## config.mk

```make
export PLATFORM = sky130hd
export DESIGN_NAME = alm_irq_comparator
export DESIGN_NICKNAME = d
export VERILOG_FILES = /design/src/rtl/alm_cmp_pkg.sv /design/src/rtl/alm_field_bank.sv /design/src/rtl/alm_flag_ctrl.sv /design/src/rtl/alm_rd_mux.sv /design/src/rtl/alm_irq_comparator.sv
export SDC_FILE = /design/constraint.sdc
export NUM_CORES = 1
export LEC_CHECK = 0
export CORE_ASPECT_RATIO = 0.9
export CORE_MARGIN = 1.5
export CORE_UTILIZATION = 25
export CTS_BUF_LIST = sky130_fd_sc_hd__clkbuf_8
export CTS_CLUSTER_SIZE = 10
export DETAILED_ROUTE_END_ITERATION = 16
export PLACE_DENSITY_LB_ADDON = 0.12
export SETUP_SLACK_MARGIN = 0.3
export SLEW_MARGIN = 40
export SYNTH_ARGS = -nofsm -noshare
export SYNTH_HDL_FRONTEND = slang
export SYNTH_SLANG_ARGS = --single-unit
export TNS_END_PERCENT = 10
```

## constraint.sdc

```tcl
create_clock -name clk -period 5 [get_ports clk]
set_input_delay 1 -clock clk [delete_from_list [all_inputs] [get_ports clk]]
set_output_delay 1 -clock clk [all_outputs]
set_load 0.03 [all_outputs]
```

## src/rtl/alm_cmp_pkg.sv

```systemverilog
package alm_cmp_pkg;

  localparam int NUM_ALARMS = 2;
  localparam int NUM_FIELDS = 4;
  localparam int BYTE_W     = 8;

  typedef logic [BYTE_W-1:0] byte_t;

  // Control register image: bit0 en0, bit1 en1, bit2 steer
  typedef struct packed {
    logic steer;
    logic en1;
    logic en0;
  } ctrl_t;

  localparam int CTRL_W = $bits(ctrl_t);

  // A field takes part only when bit 7 is clear; compares raw bits 6:0
  function automatic logic field_hit(input byte_t alm, input byte_t cur);
    return alm[BYTE_W-1] || (alm[BYTE_W-2:0] == cur[BYTE_W-2:0]);
  endfunction

endpackage

```

## src/rtl/alm_field_bank.sv

```systemverilog
module alm_field_bank
  import alm_cmp_pkg::*;
#(
  parameter int ADDR_W = 5,
  parameter int BASE   = 7
) (
  input  logic                         clk,
  input  logic                         rst_n,
  input  logic                         wr_en,
  input  logic [ADDR_W-1:0]            addr,
  input  byte_t                        wdata,
  input  logic [NUM_FIELDS-1:0][BYTE_W-1:0] cur_tod,
  output logic                         match,
  output logic                         all_dc,
  output logic                         sel,
  output byte_t                        rd_byte
);

  logic [NUM_FIELDS-1:0][BYTE_W-1:0] fld_q;
  logic [NUM_FIELDS-1:0][BYTE_W-1:0] fld_d;
  logic [NUM_FIELDS-1:0]             fld_we;
  logic [NUM_FIELDS-1:0]             fld_hit;
  logic [NUM_FIELDS-1:0]             fld_sel;

  for (genvar f = 0; f < NUM_FIELDS; f++) begin : g_fld
    localparam logic [ADDR_W-1:0] FA = ADDR_W'(BASE + f);

    assign fld_sel[f] = (addr == FA);
    assign fld_we[f]  = wr_en && fld_sel[f];
    assign fld_hit[f] = field_hit(fld_q[f], cur_tod[f]);

    always_comb begin
      fld_d[f] = fld_q[f];
      if (fld_we[f]) fld_d[f] = wdata;
    end

    always_ff @(posedge clk or negedge rst_n) begin
      if (!rst_n) begin
        fld_q[f] <= '0;
      end else if (fld_we[f]) begin
        fld_q[f] <= fld_d[f];
      end
    end

    // a write lands unchanged in the addressed field
    a_r2_field_stored: assert property (@(posedge clk) disable iff (!rst_n)
      fld_we[f] |=> (fld_q[f] == $past(wdata)));
  end

  always_comb begin
    rd_byte = '0;
    all_dc  = 1'b1;
    for (int f = 0; f < NUM_FIELDS; f++) begin
      if (fld_sel[f]) rd_byte = rd_byte | fld_q[f];
      all_dc = all_dc & fld_q[f][BYTE_W-1];
    end
  end

  assign match = &fld_hit;
  assign sel   = |fld_sel;

endmodule

```

## src/rtl/alm_flag_ctrl.sv

```systemverilog
module alm_flag_ctrl
  import alm_cmp_pkg::*;
(
  input  logic                  clk,
  input  logic                  rst_n,
  input  logic                  tick,
  input  logic [NUM_ALARMS-1:0] match,
  input  logic [NUM_ALARMS-1:0] rd_clr,
  input  logic                  stat_wr,
  input  logic [NUM_ALARMS-1:0] stat_wdata,
  input  logic                  ctrl_wr,
  input  ctrl_t                 ctrl_wdata,
  output logic [NUM_ALARMS-1:0] flags,
  output ctrl_t                 ctrl,
  output logic                  irq0_n,
  output logic                  irq1_n
);

  logic [NUM_ALARMS-1:0] flag_q, flag_d;
  logic                  flag_ce;
  ctrl_t                 ctrl_q, ctrl_d;

  // next state
  always_comb begin
    flag_d = flag_q;
    for (int i = 0; i < NUM_ALARMS; i++) begin
      if (tick && match[i])                       flag_d[i] = 1'b1;
      else if (rd_clr[i] || (stat_wr && !stat_wdata[i])) flag_d[i] = 1'b0;
    end
  end

  assign flag_ce = tick || (|rd_clr) || stat_wr;

  always_comb begin
    ctrl_d = ctrl_q;
    if (ctrl_wr) ctrl_d = ctrl_wdata;
  end

  // registers
  always_ff @(posedge clk or negedge rst_n) begin
    if (!rst_n) begin
      flag_q <= '0;
    end else if (flag_ce) begin
      flag_q <= flag_d;
    end
  end

  always_ff @(posedge clk or negedge rst_n) begin
    if (!rst_n) begin
      ctrl_q <= '0;
    end else if (ctrl_wr) begin
      ctrl_q <= ctrl_d;
    end
  end

  // pin steering
  logic req0, req1;
  assign req0   = flag_q[0] && ctrl_q.en0;
  assign req1   = flag_q[1] && ctrl_q.en1;
  assign irq0_n = !(req0 || (req1 && !ctrl_q.steer));
  assign irq1_n = !(req1 && ctrl_q.steer);

  assign flags = flag_q;
  assign ctrl  = ctrl_q;

  for (genvar i = 0; i < NUM_ALARMS; i++) begin : g_chk
    // a flag can only rise after a strobe
    a_r3_rise_needs_tick: assert property (@(posedge clk) disable iff (!rst_n)
      $rose(flag_q[i]) |-> $past(tick));
    // a read clears the flag unless a matching strobe coincides
    a_r6_read_clears: assert property (@(posedge clk) disable iff (!rst_n)
      (rd_clr[i] && !(tick && match[i])) |=> !flag_q[i]);
  end

  // a status write never raises a flag
  a_r7_no_set_by_write: assert property (@(posedge clk) disable iff (!rst_n)
    (stat_wr && !tick) |=> ((flag_q & ~$past(flag_q)) == '0));

  // pin 1 only ever asserts while steering is on
  a_r9_pin1_needs_steer: assert property (@(posedge clk) disable iff (!rst_n)
    !irq1_n |-> ctrl_q.steer);

endmodule

```

## src/rtl/alm_rd_mux.sv

```systemverilog
module alm_rd_mux
  import alm_cmp_pkg::*;
#(
  parameter int ADDR_W    = 5,
  parameter int CTRL_ADDR = 15,
  parameter int STAT_ADDR = 16
) (
  input  logic [ADDR_W-1:0]                 addr,
  input  logic [NUM_ALARMS-1:0]             bank_sel,
  input  logic [NUM_ALARMS-1:0][BYTE_W-1:0] bank_rdata,
  input  ctrl_t                             ctrl,
  input  logic [NUM_ALARMS-1:0]             flags,
  output byte_t                             rdata
);

  localparam logic [ADDR_W-1:0] CA = ADDR_W'(CTRL_ADDR);
  localparam logic [ADDR_W-1:0] SA = ADDR_W'(STAT_ADDR);

  always_comb begin
    rdata = '0;
    for (int i = 0; i < NUM_ALARMS; i++) begin
      if (bank_sel[i]) rdata = rdata | bank_rdata[i];
    end
    if (addr == CA) rdata = {{(BYTE_W-CTRL_W){1'b0}}, ctrl};
    if (addr == SA) rdata = {{(BYTE_W-NUM_ALARMS){1'b0}}, flags};
  end

endmodule

```

## src/rtl/alm_irq_comparator.sv

```systemverilog
module alm_irq_comparator
  import alm_cmp_pkg::*;
#(
  parameter int ADDR_W    = 5,
  parameter int ALM0_BASE = 7,
  parameter int ALM1_BASE = 11,
  parameter int CTRL_ADDR = 15,
  parameter int STAT_ADDR = 16
) (
  input  logic              clk,
  input  logic              rst_n,
  input  logic              tick_1hz,
  input  logic [7:0]        cur_sec,
  input  logic [7:0]        cur_min,
  input  logic [7:0]        cur_hour,
  input  logic [7:0]        cur_wday,
  input  logic [ADDR_W-1:0] reg_addr,
  input  logic              reg_wr,
  input  logic              reg_rd,
  input  logic [7:0]        reg_wdata,
  output logic [7:0]        reg_rdata,
  output logic              irq0_n,
  output logic              irq1_n
);

  localparam logic [ADDR_W-1:0] CA = ADDR_W'(CTRL_ADDR);
  localparam logic [ADDR_W-1:0] SA = ADDR_W'(STAT_ADDR);

  logic [NUM_FIELDS-1:0][BYTE_W-1:0] cur_tod;
  logic [NUM_ALARMS-1:0]             bank_match, bank_sel, bank_dc, rd_clr;
  logic [NUM_ALARMS-1:0][BYTE_W-1:0] bank_rdata;
  logic [NUM_ALARMS-1:0]             flags;
  ctrl_t                             ctrl;

  assign cur_tod = {cur_wday, cur_hour, cur_min, cur_sec};

  for (genvar g = 0; g < NUM_ALARMS; g++) begin : g_bank
    localparam int B = (g == 0) ? ALM0_BASE : ALM1_BASE;
    alm_field_bank #(.ADDR_W(ADDR_W), .BASE(B)) u_bank (
      .clk     (clk),
      .rst_n   (rst_n),
      .wr_en   (reg_wr),
      .addr    (reg_addr),
      .wdata   (reg_wdata),
      .cur_tod (cur_tod),
      .match   (bank_match[g]),
      .all_dc  (bank_dc[g]),
      .sel     (bank_sel[g]),
      .rd_byte (bank_rdata[g])
    );
    assign rd_clr[g] = reg_rd && bank_sel[g];

    // all fields excluded -> every strobe raises the flag
    a_r4_all_dc_fires: assert property (@(posedge clk) disable iff (!rst_n)
      (tick_1hz && bank_dc[g]) |=> flags[g]);
  end

  alm_flag_ctrl u_flags (
    .clk        (clk),
    .rst_n      (rst_n),
    .tick       (tick_1hz),
    .match      (bank_match),
    .rd_clr     (rd_clr),
    .stat_wr    (reg_wr && (reg_addr == SA)),
    .stat_wdata (reg_wdata[NUM_ALARMS-1:0]),
    .ctrl_wr    (reg_wr && (reg_addr == CA)),
    .ctrl_wdata (ctrl_t'(reg_wdata[CTRL_W-1:0])),
    .flags      (flags),
    .ctrl       (ctrl),
    .irq0_n     (irq0_n),
    .irq1_n     (irq1_n)
  );

  alm_rd_mux #(
    .ADDR_W    (ADDR_W),
    .CTRL_ADDR (CTRL_ADDR),
    .STAT_ADDR (STAT_ADDR)
  ) u_rdmux (
    .addr       (reg_addr),
    .bank_sel   (bank_sel),
    .bank_rdata (bank_rdata),
    .ctrl       (ctrl),
    .flags      (flags),
    .rdata      (reg_rdata)
  );

  // no pending flag means both pins idle
  a_r1_idle_pins: assert property (@(posedge clk) disable iff (!rst_n)
    (flags == '0) |-> (irq0_n && irq1_n));

endmodule

```

==> metrics list <==
* Result of the run: complete, no violations
- Die X-Extent: 135.2 um
- Classification of the worst setup path: in2out
- Count of routing violations after the opening detailed-route iteration: 153
- Count of pins on the block boundary: 60
- Kind of start point of the critical path: input pin
- Measured against its own limit, the worst slew margin works out to 0.5649.
- Share of post-route cells with drive strength above 1: 0.2822
- Ys flop type: dfrtp_1
* Crit Reg-Reg Endpoint: u_flags.flags[1]
- Count of flip-flops with a built-in enable after synthesis: 0
* Clock Skews: 6.542 ps
- Worst-Margin Slew: 650.7 ps
* Largest net degree at the start of global routing: 44
- Die outline height: 122 um
- Register-to-Register Path Depth: 5
- Counting instances, the worst hold path has a depth of 1.
* Sum of net half-perimeters after detailed placement: 9463 um
- In this run, placement finished with an instance count of 590.
- Final Instance Count excl. Fillers: 606
- Setup violations, final: 0
- For this configuration, the core starts out at a cell density of 0.2557.
* Core box area: 15390 um^2
* Synth warn: 0
* Count of mapped cells out of synthesis: 337
* Setup repair after global routing missed its margin: no
- Via count: 2851
- Largest area contributor in the synthesized netlist: dfrtp_1
- Flop2flop setup slack: 3220 ps
- Register cell area after layout: 1727 um^2
- TritonCTS built the clock tree.
* Number of antenna repair diodes: 0
* Top cells by area in the synthesized netlist: dfrtp_1 (44%), mux2_2 (20%), xnor2_1 (7.3%)
- The path class of the tightest hold or removal check is reg2reg.
- Portion of the clock cycle consumed by the worst path in the final layout: 0.8610
- The count of final max-slew check failures was 0.
* Area share of the largest cell type after synthesis: 0.4389
- Row generation in the floorplan step produced 43 rows.
- For this design the ratio of total power to cell area is 344.1 nW/um^2.
* Post-Syn Area: 3934 um^2
- Number of nets at the end of the flow: 449
* Number of clock buffers inserted by TritonCTS: 9
- The top cell types in the final layout, fill and taps aside, are mux2_2 (69), dfrtp_1 (69), clkdlybuf4s50_1 (46).
* Arrival time of data at the critical path endpoint: 3310 ps
* End point of the most critical hold path: g_bank[0].u_bank.fld_q[23]
- Nature of the critical path endpoint: primary output
- The tree is rooted in a clkbuf_8.
* Sequential cell area fraction in the yosys report: 0.4389
- For this run, the total global-route usage over all layers was measured as 0.1573.
* Startpoint of the lowest-slack register-to-register path: g_bank[1].u_bank.fld_q[2]
- Dividing the detail-routed via count by the number of cells gives 4.705.
* First-pass GRT wire length: 18700 um
* Total area of multi-input combinational cells: 2142 um^2
- The routed design has 12070 um of wire.
* Final-layout fill cell count: 1609
- In this run the most critical hold path is launched from g_bank[0].u_bank.fld_q[23].
- Length of the first detailed-routing pass in iterations: 5
* Minimum clock period: 4305 ps
* # port buffers: 55
- Via count of the first global-routing pass: 3108
* Source-to-sink clock delay at the later pin of the worst-skew pair: 350 ps
- The area growth from synthesis to layout is 27.42%.
* Number of max-capacitance violations reported: 0
* Number of antenna violations at the first check in global routing: 0
* Static leakage power: 2.048 nW
- Aggregate negative setup slack: 0 ps
* Mean area per synthesized cell: 11.67 um^2
- Required @ worst endpoint: 4000 ps
- Highest fanout seen on the critical path: 11
* CTS sink cnt: 69
- The H-tree was split into 3 levels.
* Remaining antenna violation count after routing: 0
* Number of nets produced by synthesis: 387
* Yosys cell types: 44
* Proportion of register bits with asynchronous set or reset after synthesis: 1.000
* Resized cells post-CTS: 0
- In this run, post-CTS hold repair placed 0 buffers.
- The number of setup buffers added after CTS is 0.
- Routability-driven placement finished with a final weighted congestion of 0.7705.
* Average wire length per cell after detail routing: 19.92 um
- VDD sags by at most 0.0001336 V.
- After detailed routing, the number of remaining DRC violations is 0.
- Die area: 16500 um^2
- Overall power of the completed layout: 1.725 mW
- Timing would allow up to 232.3 MHz.
- Seq cells post-synth: 69
- Clock-pin slew was measured on the worst setup and hold paths at 70 ps.
* Number of buffers on the longest clock path: 2
- Final Hold Violating Endpoints: 0
* Remaining global-route overflow: 0
==> state kept, by name, indices dropped and copies added (netlist names) <==
name                 flops
u_flags.ctrl             3
g_bank.u_bank.fld_q     64
u_flags.flags            2
==> cell families after synthesis <==
group / after synthesis / synth area share
and+or+nand+nor: 78 / 0.1218
muxes: 77 / 0.2179
DFF: 69 / 0.4389
xor gates and xnor gates: 57 / 0.1269
AOI/OAI and AO/OA: 44 / 0.07793
buffers and inverters: 12 / 0.01654
==> power by group <==
part	switching, mW	total, mW	internal [mW]	leakage (nW)
clock	0.217	0.558	0.341	0.129
combinational	0.172	0.387	0.215	1.03
sequential	0.114	0.780	0.665	0.884
total	0.504	1.72	1.22	2.05
==> cell type report <==
cell class                      count  area share
Multi-Input combinational cell    256      0.4274
Sequential cell                    69      0.3445
Timing Repair Buffer               63      0.1298
Tap cell                          202     0.05042
Clock buffer                       10     0.02746
Clock inverter                      6     0.02047
==> worst max path at each step <==
stage	startpoint	end	slack, ps	cells after the start
finish	reg_addr[1]	reg_rdata[6]	690	7
detailed placement	reg_addr[1]	reg_rdata[6]	680	7
floorplan	reg_addr[1]	reg_rdata[1]	1510	5
global placement	reg_addr[1]	reg_rdata[6]	660	7
global route	reg_addr[1]	reg_rdata[1]	560	8
CTS	reg_addr[1]	reg_rdata[6]	640	7
==> cells in the mapped netlist, types with 6 or more instances <==
cell type and count:
nor4_1 8, mux2i_1 8, nor2_1 7, mux2_2 69, a21oi_1 6, nand3_1 6
nand4_1 9, xnor2_1 33, xor2_1 24, dfrtp_1 69, o21ai_0 12, a22oi_1 6
a222oi_1 6, nand2_1 19
==> per-layer routing <==
metal | track usage | routed length (um) | up-vias
li1 | - | - | 1356
met1 | 0.2181 | 5887 | 1415
met2 | 0.2452 | 5428 | 66
met3 | 0.03579 | 598 | 14
met4 | 0.04435 | 159 | 0
met5 | 0 | 0 | -
==> per-stage QoR <==
step / setup slack [ps] / util / hold slack [ps] / cell area [um^2]
after CTS: 644.0 / 0.3257 / 545.0 / 5012
after detailed placement: 678.6 / 0.3101 / 527.2 / 4772
after global routing: 564.3 / 0.3257 / 569.2 / 5012
final: 695.0 / 0.3257 / 545.7 / 5012
after global placement: 662.0 / 0.3100 / 520.6 / 4770
after floorplan: 1508 / - / 495.9 / 3934
==> critical path: stages <==
cell and delay [ps]:
clkdlybuf4s50_1 890, buf_4 280, mux2i_1 230, o21ai_0 100
a222oi_1 310, o21ai_0 260, buf_12 220
No activity file was read; power rests on OpenSTA's default activity.
